===== config.mk =====
export PLATFORM = sky130hd
export DESIGN_NAME = i2c_reg_target
export DESIGN_NICKNAME = d
export VERILOG_FILES = /design/src/rtl/i2c_tgt_pkg.sv /design/src/rtl/i2c_deglitch.sv /design/src/rtl/i2c_bus_events.sv /design/src/rtl/i2c_target_fsm.sv /design/src/rtl/i2c_reg_target.sv
export SDC_FILE = /design/constraint.sdc
export NUM_CORES = 1
export LEC_CHECK = 0
export BUFFER_PORTS_ARGS = -buffer_cell sky130_fd_sc_hd__buf_4
export CAP_MARGIN = 20
export CORE_ASPECT_RATIO = 1.2
export CORE_UTILIZATION = 60
export CTS_CLUSTER_SIZE = 12
export DETAILED_ROUTE_END_ITERATION = 10
export PLACE_DENSITY = 0.82
export SLEW_MARGIN = 30
export SYNTH_ARGS = -nofsm -noshare
export SYNTH_HDL_FRONTEND = slang
export SYNTH_SLANG_ARGS = --single-unit

===== constraint.sdc =====
create_clock -name clk -period 4.2 [get_ports clk]
set_input_delay 0.21 -clock clk [delete_from_list [all_inputs] [get_ports clk]]
set_output_delay 0.21 -clock clk [all_outputs]
set_load 0.05 [all_outputs]

===== src/rtl/i2c_tgt_pkg.sv =====
package i2c_tgt_pkg;
  // Byte-framing phase of the target.
  typedef enum logic [2:0] {
    PH_IDLE,
    PH_DEV,   // receiving device address byte
    PH_AHI,   // receiving register address high byte
    PH_ALO,   // receiving register address low byte
    PH_WR,    // receiving data bytes
    PH_RD,    // transmitting data bytes
    PH_SKIP   // not addressed, wait for START
  } phase_t;

  localparam logic [3:0] DEV_PREFIX = 4'b1001;
endpackage


===== src/rtl/i2c_deglitch.sv =====
module i2c_deglitch #(
  parameter int FILT_LEN = 13
) (
  input  logic clk,
  input  logic rst_n,
  input  logic din,
  output logic dout
);
  localparam int CW = $clog2(FILT_LEN + 1);

  logic [1:0]    sync;
  logic [CW-1:0] cnt;

  // Output follows the input only after it has differed for FILT_LEN cycles.
  always_ff @(posedge clk or negedge rst_n) begin
    if (!rst_n) begin
      sync <= 2'b11;
      dout <= 1'b1;
      cnt  <= '0;
    end else begin
      sync <= {sync[0], din};
      if (sync[1] == dout) begin
        cnt <= '0;
      end else if (cnt == CW'(FILT_LEN - 1)) begin
        dout <= sync[1];
        cnt  <= '0;
      end else begin
        cnt <= cnt + 1'b1;
      end
    end
  end
endmodule


===== src/rtl/i2c_bus_events.sv =====
module i2c_bus_events (
  input  logic clk,
  input  logic rst_n,
  input  logic scl_f,
  input  logic sda_f,
  output logic scl_rise,
  output logic scl_fall,
  output logic start_det,
  output logic stop_det
);
  logic scl_q, sda_q;

  always_ff @(posedge clk or negedge rst_n) begin
    if (!rst_n) begin
      scl_q <= 1'b1;
      sda_q <= 1'b1;
    end else begin
      scl_q <= scl_f;
      sda_q <= sda_f;
    end
  end

  assign scl_rise  = scl_f & ~scl_q;
  assign scl_fall  = ~scl_f & scl_q;
  assign start_det = scl_f & scl_q & sda_q & ~sda_f;
  assign stop_det  = scl_f & scl_q & ~sda_q & sda_f;
endmodule


===== src/rtl/i2c_target_fsm.sv =====
module i2c_target_fsm
  import i2c_tgt_pkg::*;
(
  input  logic        clk,
  input  logic        rst_n,
  input  logic        scl_rise,
  input  logic        scl_fall,
  input  logic        start_det,
  input  logic        stop_det,
  input  logic        sda_f,
  input  logic [6:0]  dev_addr,
  input  logic [7:0]  reg_rdata,
  output logic        sda_oe,
  output logic [15:0] reg_addr,
  output logic [7:0]  reg_wdata,
  output logic        reg_we,
  output logic        reg_re
);
  phase_t      phase;
  logic [3:0]  bitcnt;   // 0..7 data bits, 8 = ack clock pending, 9 = in ack clock
  logic [7:0]  shreg;
  logic [7:0]  txbuf;
  logic [15:0] addr;
  logic        rnw;
  logic        mnack;
  logic        active;
  logic [2:0]  bidx;

  assign active    = (phase != PH_IDLE) && (phase != PH_SKIP);
  assign bidx      = 3'(4'd7 - bitcnt);
  assign reg_addr  = addr;
  assign reg_wdata = shreg;

  always_ff @(posedge clk or negedge rst_n) begin
    if (!rst_n) begin
      phase  <= PH_IDLE;
      bitcnt <= '0;
      shreg  <= '0;
      txbuf  <= '0;
      addr   <= '0;
      rnw    <= 1'b0;
      mnack  <= 1'b0;
      sda_oe <= 1'b0;
      reg_we <= 1'b0;
      reg_re <= 1'b0;
    end else begin
      reg_we <= 1'b0;
      reg_re <= 1'b0;
      if (reg_re) txbuf <= reg_rdata;

      if (start_det) begin
        phase  <= PH_DEV;
        bitcnt <= '0;
        sda_oe <= 1'b0;
      end else if (stop_det) begin
        phase  <= PH_IDLE;
        bitcnt <= '0;
        sda_oe <= 1'b0;
      end else if (active) begin
        if (scl_rise) begin
          if (bitcnt < 4'd8) begin
            shreg  <= {shreg[6:0], sda_f};
            bitcnt <= bitcnt + 4'd1;
          end else if (bitcnt == 4'd8) begin
            bitcnt <= 4'd9;
            if (phase == PH_RD) begin
              mnack <= sda_f;
              if (!sda_f) begin
                addr   <= addr + 16'd1;
                reg_re <= 1'b1;
              end
            end
          end
        end else if (scl_fall) begin
          if (bitcnt == 4'd8) begin
            // Entering the acknowledge clock.
            case (phase)
              PH_DEV: begin
                if (shreg[7:1] == dev_addr) begin
                  sda_oe <= 1'b1;
                  rnw    <= shreg[0];
                  reg_re <= shreg[0];
                end else begin
                  phase <= PH_SKIP;
                end
              end
              PH_AHI: begin
                addr[15:8] <= shreg;
                sda_oe     <= 1'b1;
              end
              PH_ALO: begin
                addr[7:0] <= shreg;
                sda_oe    <= 1'b1;
              end
              PH_WR: begin
                reg_we <= 1'b1;
                sda_oe <= 1'b1;
              end
              PH_RD:   sda_oe <= 1'b0;
              default: sda_oe <= 1'b0;
            endcase
          end else if (bitcnt == 4'd9) begin
            // Leaving the acknowledge clock.
            bitcnt <= '0;
            case (phase)
              PH_DEV: begin
                if (rnw) begin
                  phase  <= PH_RD;
                  sda_oe <= ~txbuf[7];
                end else begin
                  phase  <= PH_AHI;
                  sda_oe <= 1'b0;
                end
              end
              PH_AHI: begin
                phase  <= PH_ALO;
                sda_oe <= 1'b0;
              end
              PH_ALO: begin
                phase  <= PH_WR;
                sda_oe <= 1'b0;
              end
              PH_WR: begin
                addr   <= addr + 16'd1;
                sda_oe <= 1'b0;
              end
              PH_RD: begin
                if (mnack) begin
                  phase  <= PH_SKIP;
                  sda_oe <= 1'b0;
                end else begin
                  sda_oe <= ~txbuf[7];
                end
              end
              default: sda_oe <= 1'b0;
            endcase
          end else if (phase == PH_RD) begin
            sda_oe <= ~txbuf[bidx];
          end
        end
      end
    end
  end
endmodule


===== src/rtl/i2c_reg_target.sv =====
module i2c_reg_target
  import i2c_tgt_pkg::*;
#(
  parameter int SYS_CLK_MHZ = 250,
  parameter int SPIKE_NS    = 50
) (
  input  logic        clk,
  input  logic        rst_n,
  input  logic        scl_i,
  input  logic        sda_i,
  output logic        sda_oe,
  input  logic [2:0]  strap,
  output logic [15:0] reg_addr,
  output logic [7:0]  reg_wdata,
  output logic        reg_we,
  input  logic [7:0]  reg_rdata,
  output logic        reg_re
);
  localparam int FILT_RAW = (SYS_CLK_MHZ * SPIKE_NS + 999) / 1000;
  localparam int FILT_LEN = (FILT_RAW < 1) ? 1 : FILT_RAW;
  localparam int NLINES   = 2;

  logic [NLINES-1:0] line_raw;
  logic [NLINES-1:0] line_f;
  logic              scl_f, sda_f;
  logic              scl_rise, scl_fall, start_det, stop_det;
  logic [2:0]        strap_q;
  logic              strap_done;
  logic [6:0]        dev_addr;

  assign line_raw = {sda_i, scl_i};

  for (genvar g = 0; g < NLINES; g++) begin : g_filt
    i2c_deglitch #(.FILT_LEN(FILT_LEN)) u_flt (
      .clk  (clk),
      .rst_n(rst_n),
      .din  (line_raw[g]),
      .dout (line_f[g])
    );
  end

  assign scl_f = line_f[0];
  assign sda_f = line_f[1];

  // Strap pins are captured in the first cycle after reset release.
  always_ff @(posedge clk or negedge rst_n) begin
    if (!rst_n) begin
      strap_q    <= '0;
      strap_done <= 1'b0;
    end else if (!strap_done) begin
      strap_q    <= strap;
      strap_done <= 1'b1;
    end
  end

  assign dev_addr = {DEV_PREFIX, strap_q};

  i2c_bus_events u_evt (
    .clk      (clk),
    .rst_n    (rst_n),
    .scl_f    (scl_f),
    .sda_f    (sda_f),
    .scl_rise (scl_rise),
    .scl_fall (scl_fall),
    .start_det(start_det),
    .stop_det (stop_det)
  );

  i2c_target_fsm u_fsm (
    .clk      (clk),
    .rst_n    (rst_n),
    .scl_rise (scl_rise),
    .scl_fall (scl_fall),
    .start_det(start_det),
    .stop_det (stop_det),
    .sda_f    (sda_f),
    .dev_addr (dev_addr),
    .reg_rdata(reg_rdata),
    .sda_oe   (sda_oe),
    .reg_addr (reg_addr),
    .reg_wdata(reg_wdata),
    .reg_we   (reg_we),
    .reg_re   (reg_re)
  );
endmodule


==> results.cfg, run 1 <==
[global_routing]
grt_first_pass_wirelength_mm = 12.65
grt_use_met1_pct = 35.12
first_global_vias = 2650
gr-usage-met3_pct = 7.126
grt_overflow_total = 0
grt_usage_pct = 26.84
gr-usage-met2_pct = 41.82
top_usage_layer = met2
antenna_found_initial = 0
grt_max_degree = 65

[yosys]
synth_mux_area_share_pct = 9.658
synth_xor_xnor_area_share_pct = 2.270
avgSynthCellArea_sq_um = 10.36
netlist_area_sq_mm = 0.003472
synth_top_flop_cell = dfrtp_1
async_reset_ff_share_pct = 100.0
synth.top_cell.area_share_pct = 40.36
synth-simple-area-share_pct = 16.83
synthCells = 335
yosysSeqAreaShare_pct = 46.41
synth_edf_count = 0
ys_types = 56
synth_compound_area_share_pct = 16.36
synth-seq-cells = 64
synth_most_common_cell = dfrtp_1
yosysWarnings = 0
synth_top_family_by_area = simple AND/OR/NAND/NOR gates
synth_common_cells = 56 x dfrtp_1, 29 x a21oi_1, 24 x mux2_2
yosysTopAreaCell = dfrtp_1
synthAdderAreaFrac_pct = 3.964
synth_fp_nets = 361
ys_top_cells_by_area = dfrtp_1 40%, mux2_2 7.8%, dfstp_2 6.1%

[sta]
finalSetupViolCount = 0
rsz0062_at_grt = false
tightest_slew_ns = 0.9081
slew_headroom_pct = 39.01
drv_slew = 0
hold_viol = 0
finalCritPeriodShare_pct = 74.28
finalCriticalPeriod_ns = 3.120
final.setup.tns_ns = 0
skew_ns = 0.009060
fmax_mhz = 320.6

[clock_network]
cts-root-buf = clkbuf_8
cts_tree = built
cts_resized = 0
cts_buffer_depth = 2
cts_buffers = 9
clkSlewWorstSetupHoldPaths_ns = 0.07
postCtsSetupBuffers = 0
cts_sinks = 64
htreeDepth = 3
insertion_delay_ns = 0.34

[route]
ant_nets = 0
drt-pass1-iter-count = 5
drc_errors = 0
wirelength_mm = 7.488
vias = 2806
viasPerCell = 6.334
wl_per_cell_um = 16.90
drt_iter0_markers = 274

[worst_setup_path]
r2r_cells = 5
cp-start-kind = flip-flop
cp_cell_sequence = or4b_1 > o41a_1 > nor4_4 > a21oi_1 > a21oi_1
critPathMaxStageDelay_ns = 0.82
r2r-end = u_fsm.reg_addr[14]
cpMaxStageDelayCell = or4b_1
reg2reg_from = u_fsm.bitcnt[0]
r2r_slack_ns = 1.08
endpoint_kind = flip-flop
crit_type = flip-flop to flip-flop
worst-path-max-fanout = 16
critPathMostFrequentCell = a21oi_1
critPathRequiredTime_ns = 4.45
cp.arrival_ns = 3.37

[floorplan]
start_util_pct = 61.67
die_y_um = 85.33
core-area_sq_mm = 0.005630
ioPinCount = 42
dieArea_sq_mm = 0.006096
die_w_um = 71.45
row_count = 30

[placement]
post-dp-hpwl_mm = 5.120
port_buffers = 41
place.gp.congestion = 0.8915

[hold_path]
hold_depth = 2
min_from = strap[2]
hold_class = primary input to flip-flop
min_to = strap_q[2]

[cells_and_area]
diodes = 0
final_nets = 400
syn2layout_area_growth_pct = 16.00
multi_input_area_sq_mm = 0.001710
utilization_pct = 71.53
register_area_sq_mm = 0.001612
fillers = 408
drive_gt1_share_pct = 28.23

[power]
clockPowerShare_pct = 46.1
p_seq_share_pct = 50.1
cellPowerDensity_mw_per_mm2 = 315.6
switching_share_pct = 22.56
ir_drop_v = 0.0002684
p_int_uw = 984.3
power_leakage_nw = 1.788
comb_power_share_pct = 3.9
p_switching_uw = 286.8

[outcome]
outcome = completed

[run]
drv_cap = 0
cells by family (layout without fill, tap and decap cells):
group	Yosys count	in the layout
XOR/XNOR	9	9
flip-flops	64	64
adder cells (fa/ha/maj)	11	11
AND/OR/NAND/NOR	97	97
other	1	1
buffers and inverters	34	78
AO/OA/AOI/OAI	91	91
multiplexers	28	28
power groups by stage:
stage | clock network (mW) | logic, mW | registers, mW
floorplan | 0 | 0.0213 | 0.646
global placement | 0 | 0.0453 | 0.647
detailed placement | 0 | 0.0471 | 0.648
CTS | 0.597 | 0.0502 | 0.636
global route | 0.618 | 0.0566 | 0.637
finish | 0.586 | 0.0490 | 0.636
critical path: cells and delay by family (launching register included):
kind,cells,cell delay [ns]
simple gates,2,1.60
flops,1,0.49
compound gates,3,0.92
timing repair:
action	4_1_cts	5_1_grt
setup endpoints to repair	0	0
endpoints found under the hold margin	58	0
hold buffers	3	0
area by class of cell:
| type | count | area share [%] |
|---|---|---|
| timing repair buffer | 44 | 8.388 |
| clock buffer | 9 | 3.075 |
| multi-input combinational | 237 | 42.47 |
| clock inverter | 7 | 2.392 |
| inverter | 18 | 1.678 |
| tap | 64 | 1.988 |
| sequential | 64 | 40.01 |
state kept, by name (all words and copies together) (netlist names):
signal             count
u_fsm.rnw              1
g_filt.u_flt.cnt       8
u_evt.scl_q            1
strap_done             1
u_fsm.reg_we           1
u_fsm.reg_addr        16
strap_q                3
u_fsm.txbuf            8
g_filt.u_flt.dout      2
u_fsm.reg_re           1
u_fsm.reg_wdata        8
u_fsm.mnack            1
g_filt.u_flt.sync      4
u_fsm.sda_oe           1
u_fsm.phase            3
u_fsm.bitcnt           4
u_evt.sda_q            1
placed cells by master, fill, tap and decap left out, drive strengths merged, types with 3 or more instances in the layout:
master,count
and4,4
buf,41
nor3b,3
nand3b,3
dfrtp,56
o22ai,8
nor3,5
dlygate4sd3,3
clkbuf,9
a31oi,4
nand4,5
nand2,20
inv,18
o21ai,24
xnor2,7
nand2b,9
a211oi,5
clkinvlp,3
a21oi,35
ha,11
dfstp,8
nor2,12
mux2,24
or3,4
nor2b,5
nand3,13
worst max-delay path by stage:
stage	start	endpoint	slack, ns	depth (start not counted)
floorplan	u_fsm.bitcnt[0]	u_fsm.reg_addr[1]	1.79	8
global placement	u_fsm.bitcnt[0]	u_fsm.reg_addr[2]	1.29	5
detailed placement	u_fsm.bitcnt[0]	u_fsm.reg_addr[14]	1.16	5
CTS	u_fsm.bitcnt[0]	u_fsm.reg_addr[14]	1.12	5
global route	u_fsm.bitcnt[0]	u_fsm.reg_addr[14]	0.89	5
finish	u_fsm.bitcnt[0]	u_fsm.reg_addr[14]	1.08	5
metrics by stage:
step	std cells	area, sq um	hold slack (ns)	worst slack (ns)	total power, mW
2_1_floorplan	335	3472	-0.08559	1.785	0.6669
3_3_place_gp	424	3775	0.3184	1.287	0.6921
3_5_place_dp	424	3775	0.3193	1.155	0.6948
4_1_cts	443	4025	0.08194	1.118	1.284
5_1_grt	443	4028	0.08448	0.8903	1.312
6_report	443	4028	0.09348	1.080	1.271
metal layers:
| layer | vias up | part of all wire, % |
|---|---|---|
| met1 | 1364 | 41 |
| li1 | 1301 | - |
| met3 | 29 | 6.1 |
| met5 | - | 0 |
| met4 | 0 | 3.4 |
| met2 | 112 | 49 |
No activity file was read; power rests on OpenSTA's default activity.
==> run 2: changes to the inputs <==
--- a/config.mk
+++ b/config.mk
@@ -8,10 +8,10 @@
 export BUFFER_PORTS_ARGS = -buffer_cell sky130_fd_sc_hd__buf_4
 export CAP_MARGIN = 20
 export CORE_ASPECT_RATIO = 1.2
-export CORE_UTILIZATION = 60
+export CORE_UTILIZATION = 52
 export CTS_CLUSTER_SIZE = 12
 export DETAILED_ROUTE_END_ITERATION = 10
-export PLACE_DENSITY = 0.82
+export PLACE_DENSITY = 0.75
 export SLEW_MARGIN = 30
 export SYNTH_ARGS = -nofsm -noshare
 export SYNTH_HDL_FRONTEND = slang
==> constraint.sdc (replaced) <==
create_clock -name clk -period 2.54 [get_ports clk]
set_input_delay 0.127 -clock clk [delete_from_list [all_inputs] [get_ports clk]]
set_output_delay 0.127 -clock clk [all_outputs]
set_load 0.05 [all_outputs]
==> results.cfg, run 2 (synthesis gave the netlist of run 1 again) <==
[outcome]
outcome = completed

[floorplan]
core-area_sq_mm = 0.006446
dieArea_sq_mm = 0.007009
die_w_um = 76.60
die_y_um = 91.51
ioPinCount = 42
start_util_pct = 53.86
row_count = 32

[cells_and_area]
utilization_pct = 64.79
fin_cells = 477
layout.cells.most_common_list = 56 x dfrtp_1, 53 x buf_4, 29 x a21oi_1, 24 x mux2_2, 23 x o21ai_0
largest_reg_flops = 16
diodes = 0
layout_commonest_cell = dfrtp_1
final_nets = 413
multi_input_area_sq_mm = 0.001708
drive_gt1_share_pct = 29.85
register_area_sq_mm = 0.001612
syn2layout_area_growth_pct = 20.29
fillers = 531
final_area_sq_mm = 0.004177

[clock_network]
cts_buffer_depth = 2
insertion_delay_ns = 0.34
cts-root-buf = clkbuf_8
clkSlewWorstSetupHoldPaths_ns = 0.07
cts_buffers = 9
cts_sinks = 64
cts_tree = built
htreeDepth = 3

[route]
ant_nets = 0
drc_errors = 0
wirelength_mm = 7.551
drt-pass1-iter-count = 4
wl_per_cell_um = 15.83
vias = 2760
viasPerCell = 5.786
drt_iter0_markers = 298

[power]
clockPowerShare_pct = 48.7
cellPowerDensity_mw_per_mm2 = 529.5
p_total_mw = 2.211
p_seq_share_pct = 47.6
power_leakage_nw = 1.873
p_int_mw = 1.756
p_switching_uw = 455.0
switching_share_pct = 20.58
ir_drop_v = 0.0003550
comb_power_share_pct = 3.7

[global_routing]
grt_usage_pct = 23.77
grt_max_degree = 65
antenna_found_initial = 0
grt_first_pass_wirelength_mm = 12.84
grt_overflow_total = 0
first_global_vias = 2699

[worst_setup_path]
crit_type = flip-flop to flip-flop
critPathRequiredTime_ns = 2.80
r2r_slack_ns = 0.17
endpoint_kind = flip-flop
cp_cell_sequence = or4b_1 > buf_4 > o2bb2ai_1 > nor4_4 > buf_4 > nor2_2 > a31oi_2
cp-start-kind = flip-flop
critPathMostFrequentCell = buf_4
cp.arrival_ns = 2.62
critPathMaxStageDelay_ns = 0.56
worst-path-max-fanout = 15
cpMaxStageDelayCell = or4b_1

[placement]
port_buffers = 41
post-dp-hpwl_mm = 5.229
pre_cts_ws_ns = 0.1844
dpl.cell_count = 457
place.gp.congestion = 0.9251
postPlaceCellArea_sq_mm = 0.003891

[sta]
rsz0062_at_grt = false
drv_slew = 0
finalCritPeriodShare_pct = 93.11
tightest_slew_ns = 0.7895
slew_headroom_pct = 47.37
final.setup.tns_ns = 0
skew_ns = 0.005862
finalSetupViolCount = 0
hold_ws_ns = 0.01126
hold_viol = 0
setup_ws_ns = 0.1749
finalCriticalPeriod_ns = 2.365
fmax_mhz = 422.8

[run]
drv_cap = 0

[hold_path]
hold_class = primary input to flip-flop
[run 2: final timing paths]
| kind | startpoint | to | depth (start not counted) |
|---|---|---|---|
| hold / removal | reg_rdata[1] | u_fsm.txbuf[1] | 2 |
| min in group asynchronous | rst_n | u_fsm.txbuf[5] | 2 |
| max in group asynchronous | rst_n | u_fsm.reg_addr[13] | 2 |
| setup / recovery | u_fsm.bitcnt[2] | u_fsm.reg_addr[1] | 7 |
| hold reg to reg | g_filt[0].u_flt.sync[0] | g_filt[0].u_flt.sync[1] | 0 |
| setup reg to reg | u_fsm.bitcnt[2] | u_fsm.reg_addr[1] | 7 |
[run 2: final cells by class]
class                      instances  share of cell area, %
multi-input combinational        237                  40.89
clock inverter                     5                  2.487
clock buffer                      11                  3.385
timing repair buffer              57                  10.49
inverter                          18                  1.618
tap                               85                  2.546
sequential                        64                  38.59
[run 2: repair_timing]
action / CTS / global route
hold buffers: 4 / 0
hold endpoints to repair: 59 / 0
resized for setup: 0 / 0
buffers inserted: 0 / 0
endpoints found under the setup margin: 0 / 0
[run 2: routing by layer]
layer | share of wire, % | vias up | track usage (%) | wire length (um)
met5 | 0 | - | 0 | 0
met3 | 4.8 | 10 | 4.322 | 366
met1 | 44 | 1346 | 31.58 | 3300
li1 | - | 1322 | - | -
met2 | 50 | 82 | 37.99 | 3780
met4 | 1.4 | 0 | 10.42 | 104
[run 2: power by group through the flow]
stage | registers, mW | logic [mW] | clock network [mW]
global placement | 1.07 | 0.0740 | 0
finish | 1.05 | 0.0819 | 1.08
detailed placement | 1.07 | 0.0789 | 0
CTS | 1.05 | 0.0843 | 1.10
global route | 1.05 | 0.0930 | 1.14
floorplan | 1.07 | 0.0353 | 0
[run 2: critical path: cells and delay by family, from the launching register on]
| family | cells | cell delay, ns |
|---|---|---|
| flip-flops | 1 | 0.39 |
| AO/OA/AOI/OAI | 2 | 0.38 |
| buffers and inverters | 2 | 0.48 |
| AND/OR/NAND/NOR | 3 | 1.03 |
==> run 3: changes to the inputs <==
--- a/config.mk
+++ b/config.mk
@@ -11,6 +11,7 @@
 export CORE_UTILIZATION = 52
 export CTS_CLUSTER_SIZE = 12
 export DETAILED_ROUTE_END_ITERATION = 10
+export MAX_ROUTING_LAYER = met4
 export PLACE_DENSITY = 0.75
 export SLEW_MARGIN = 30
 export SYNTH_ARGS = -nofsm -noshare
==> results.cfg, run 3 (synthesis gave the netlist of run 1 again) <==
[cells_and_area]
layout.cells.most_common_list = 56 x dfrtp_1, 55 x buf_4, 29 x a21oi_1, 24 x mux2_2, 23 x o21ai_0
layout_commonest_cell = dfrtp_1
diodes = 0
final_nets = 418
fillers = 533
drive_gt1_share_pct = 29.72
syn2layout_area_growth_pct = 20.65
utilization_pct = 64.98
largest_reg_flops = 16

[route]
viasPerCell = 5.778
wirelength_mm = 7.658
vias = 2785
ant_nets = 0
drc_errors = 0
drt_iter0_markers = 232
drt-pass1-iter-count = 4
wl_per_cell_um = 15.89

[sta]
fmax_mhz = 442.2
tightest_slew_ns = 0.7959
hold_viol = 0
finalSetupViolCount = 0
final.setup.tns_ns = 0
slew_headroom_pct = 46.94
rsz0062_at_grt = false
finalCriticalPeriod_ns = 2.261
skew_ns = 0.01011
finalCritPeriodShare_pct = 89.02
drv_slew = 0
hold_ws_ns = 0.01446
setup_ws_ns = 0.2788

[floorplan]
die_y_um = 91.51
dieArea_sq_mm = 0.007009
start_util_pct = 53.86
core-area_sq_mm = 0.006446
row_count = 32
die_w_um = 76.60
ioPinCount = 42

[worst_setup_path]
endpoint_kind = flip-flop
critPathRequiredTime_ns = 2.80
critPathMostFrequentCell = buf_4
crit_family = simple AND/OR/NAND/NOR gates
cp.arrival_ns = 2.52
cpMaxStageDelayCell = or4b_1
critPathMaxStageDelay_ns = 0.56
worst-path-max-fanout = 16
cp-start-kind = flip-flop
crit_buf_inv = 2
crit_type = flip-flop to flip-flop
cp_cell_sequence = or4b_1 > buf_4 > o2bb2ai_1 > nor4_4 > buf_4 > o21ai_1 > a22oi_1

[placement]
post-dp-hpwl_mm = 5.367
port_buffers = 41
pre_cts_ws_ns = 0.3028
place.gp.congestion = 0.9109

[clock_network]
cts_resized = 0
cts_tree = built
htreeDepth = 3
cts-root-buf = clkbuf_8
insertion_delay_ns = 0.34
cts_sinks = 64
clkSlewWorstSetupHoldPaths_ns = 0.07
cts_buffer_depth = 2
cts_buffers = 9

[global_routing]
grt_max_degree = 65
grt_usage_pct = 25.02
grt_first_pass_wirelength_mm = 13.21
first_global_vias = 2766
antenna_found_initial = 0
grt_overflow_total = 0

[hold_path]
hold_class = primary input to flip-flop

[power]
p_total_mw = 2.087
ir_drop_v = 0.0003983
power_leakage_nw = 1.877
cellPowerDensity_mw_per_mm2 = 498.3

[outcome]
outcome = completed

[run]
drv_cap = 0
-- run 3: changes by cell type in the layout (fill, tap and decap cells not counted), sizes merged --
cell,previous run,this run
buf,53,55
bufinv,3,2
dlygate4sd3,4,7
clkinvlp,0,1
-- run 3: cell type report --
class | instances | area (sq um) | area share [%]
flip-flops and latches | 64 | 1612 | 38.47
multi-input cells | 237 | 1708 | 40.77
well taps | 85 | 106.4 | 2.539
clock inverters | 5 | 81.33 | 1.941
repair buffers | 62 | 483.0 | 11.53
clock buffers | 11 | 131.4 | 3.136
inverters | 18 | 67.56 | 1.613
-- run 3: worst paths after layout --
path                                    startpoint                 endpoint  slack [ns]  cells after the start
min in group asynchronous                    rst_n           u_fsm.txbuf[5]        0.40                      2
max                                u_fsm.bitcnt[0]        u_fsm.reg_addr[2]        0.28                      7
max reg2reg                        u_fsm.bitcnt[0]        u_fsm.reg_addr[2]        0.28                      7
max in group asynchronous                    rst_n          u_fsm.bitcnt[2]        1.59                      2
min                                       strap[2]               strap_q[2]        0.01                      2
min reg2reg                g_filt[0].u_flt.sync[0]  g_filt[0].u_flt.sync[1]        0.36                      0
-- run 3: worst register-to-register path, stage by stage (launching register included) --
cell and delay (ns):
dfrtp_1 0.38, or4b_1 0.56, buf_4 0.22, o2bb2ai_1 0.23
nor4_4 0.28, buf_4 0.25, o21ai_1 0.09, a22oi_1 0.18
-- run 3: what timing repair did --
item / 4_1_cts / 5_1_grt
endpoints found under the hold margin: 61 / 1
hold buffers: 6 / 1
buffers inserted: 0 / 0
-- run 3: through the flow --
| stage | area (sq um) | instances |
|---|---|---|
| detailed placement | 3906 | 459 |
| global placement | 3906 | 459 |
| finish | 4189 | 482 |
| CTS | 4179 | 481 |
| floorplan | 3472 | 335 |
| global route | 4189 | 482 |
-- run 3: per-layer routing --
metal	routed length [um]	GRT usage [%]	part of all wire (%)
met5	0	-	0
met4	98	10.74	1.3
met3	362	4.523	4.7
met2	3914	40.17	51
met1	3282	31.04	43
-- run 3: where the power goes --
part | total, mW | internal (mW) | switching [mW] | leakage (nW)
clock | 0.949 | 0.553 | 0.396 | 0.104
sequential | 1.05 | 1.04 | 0.0134 | 0.852
combinational | 0.0859 | 0.0413 | 0.0446 | 0.922
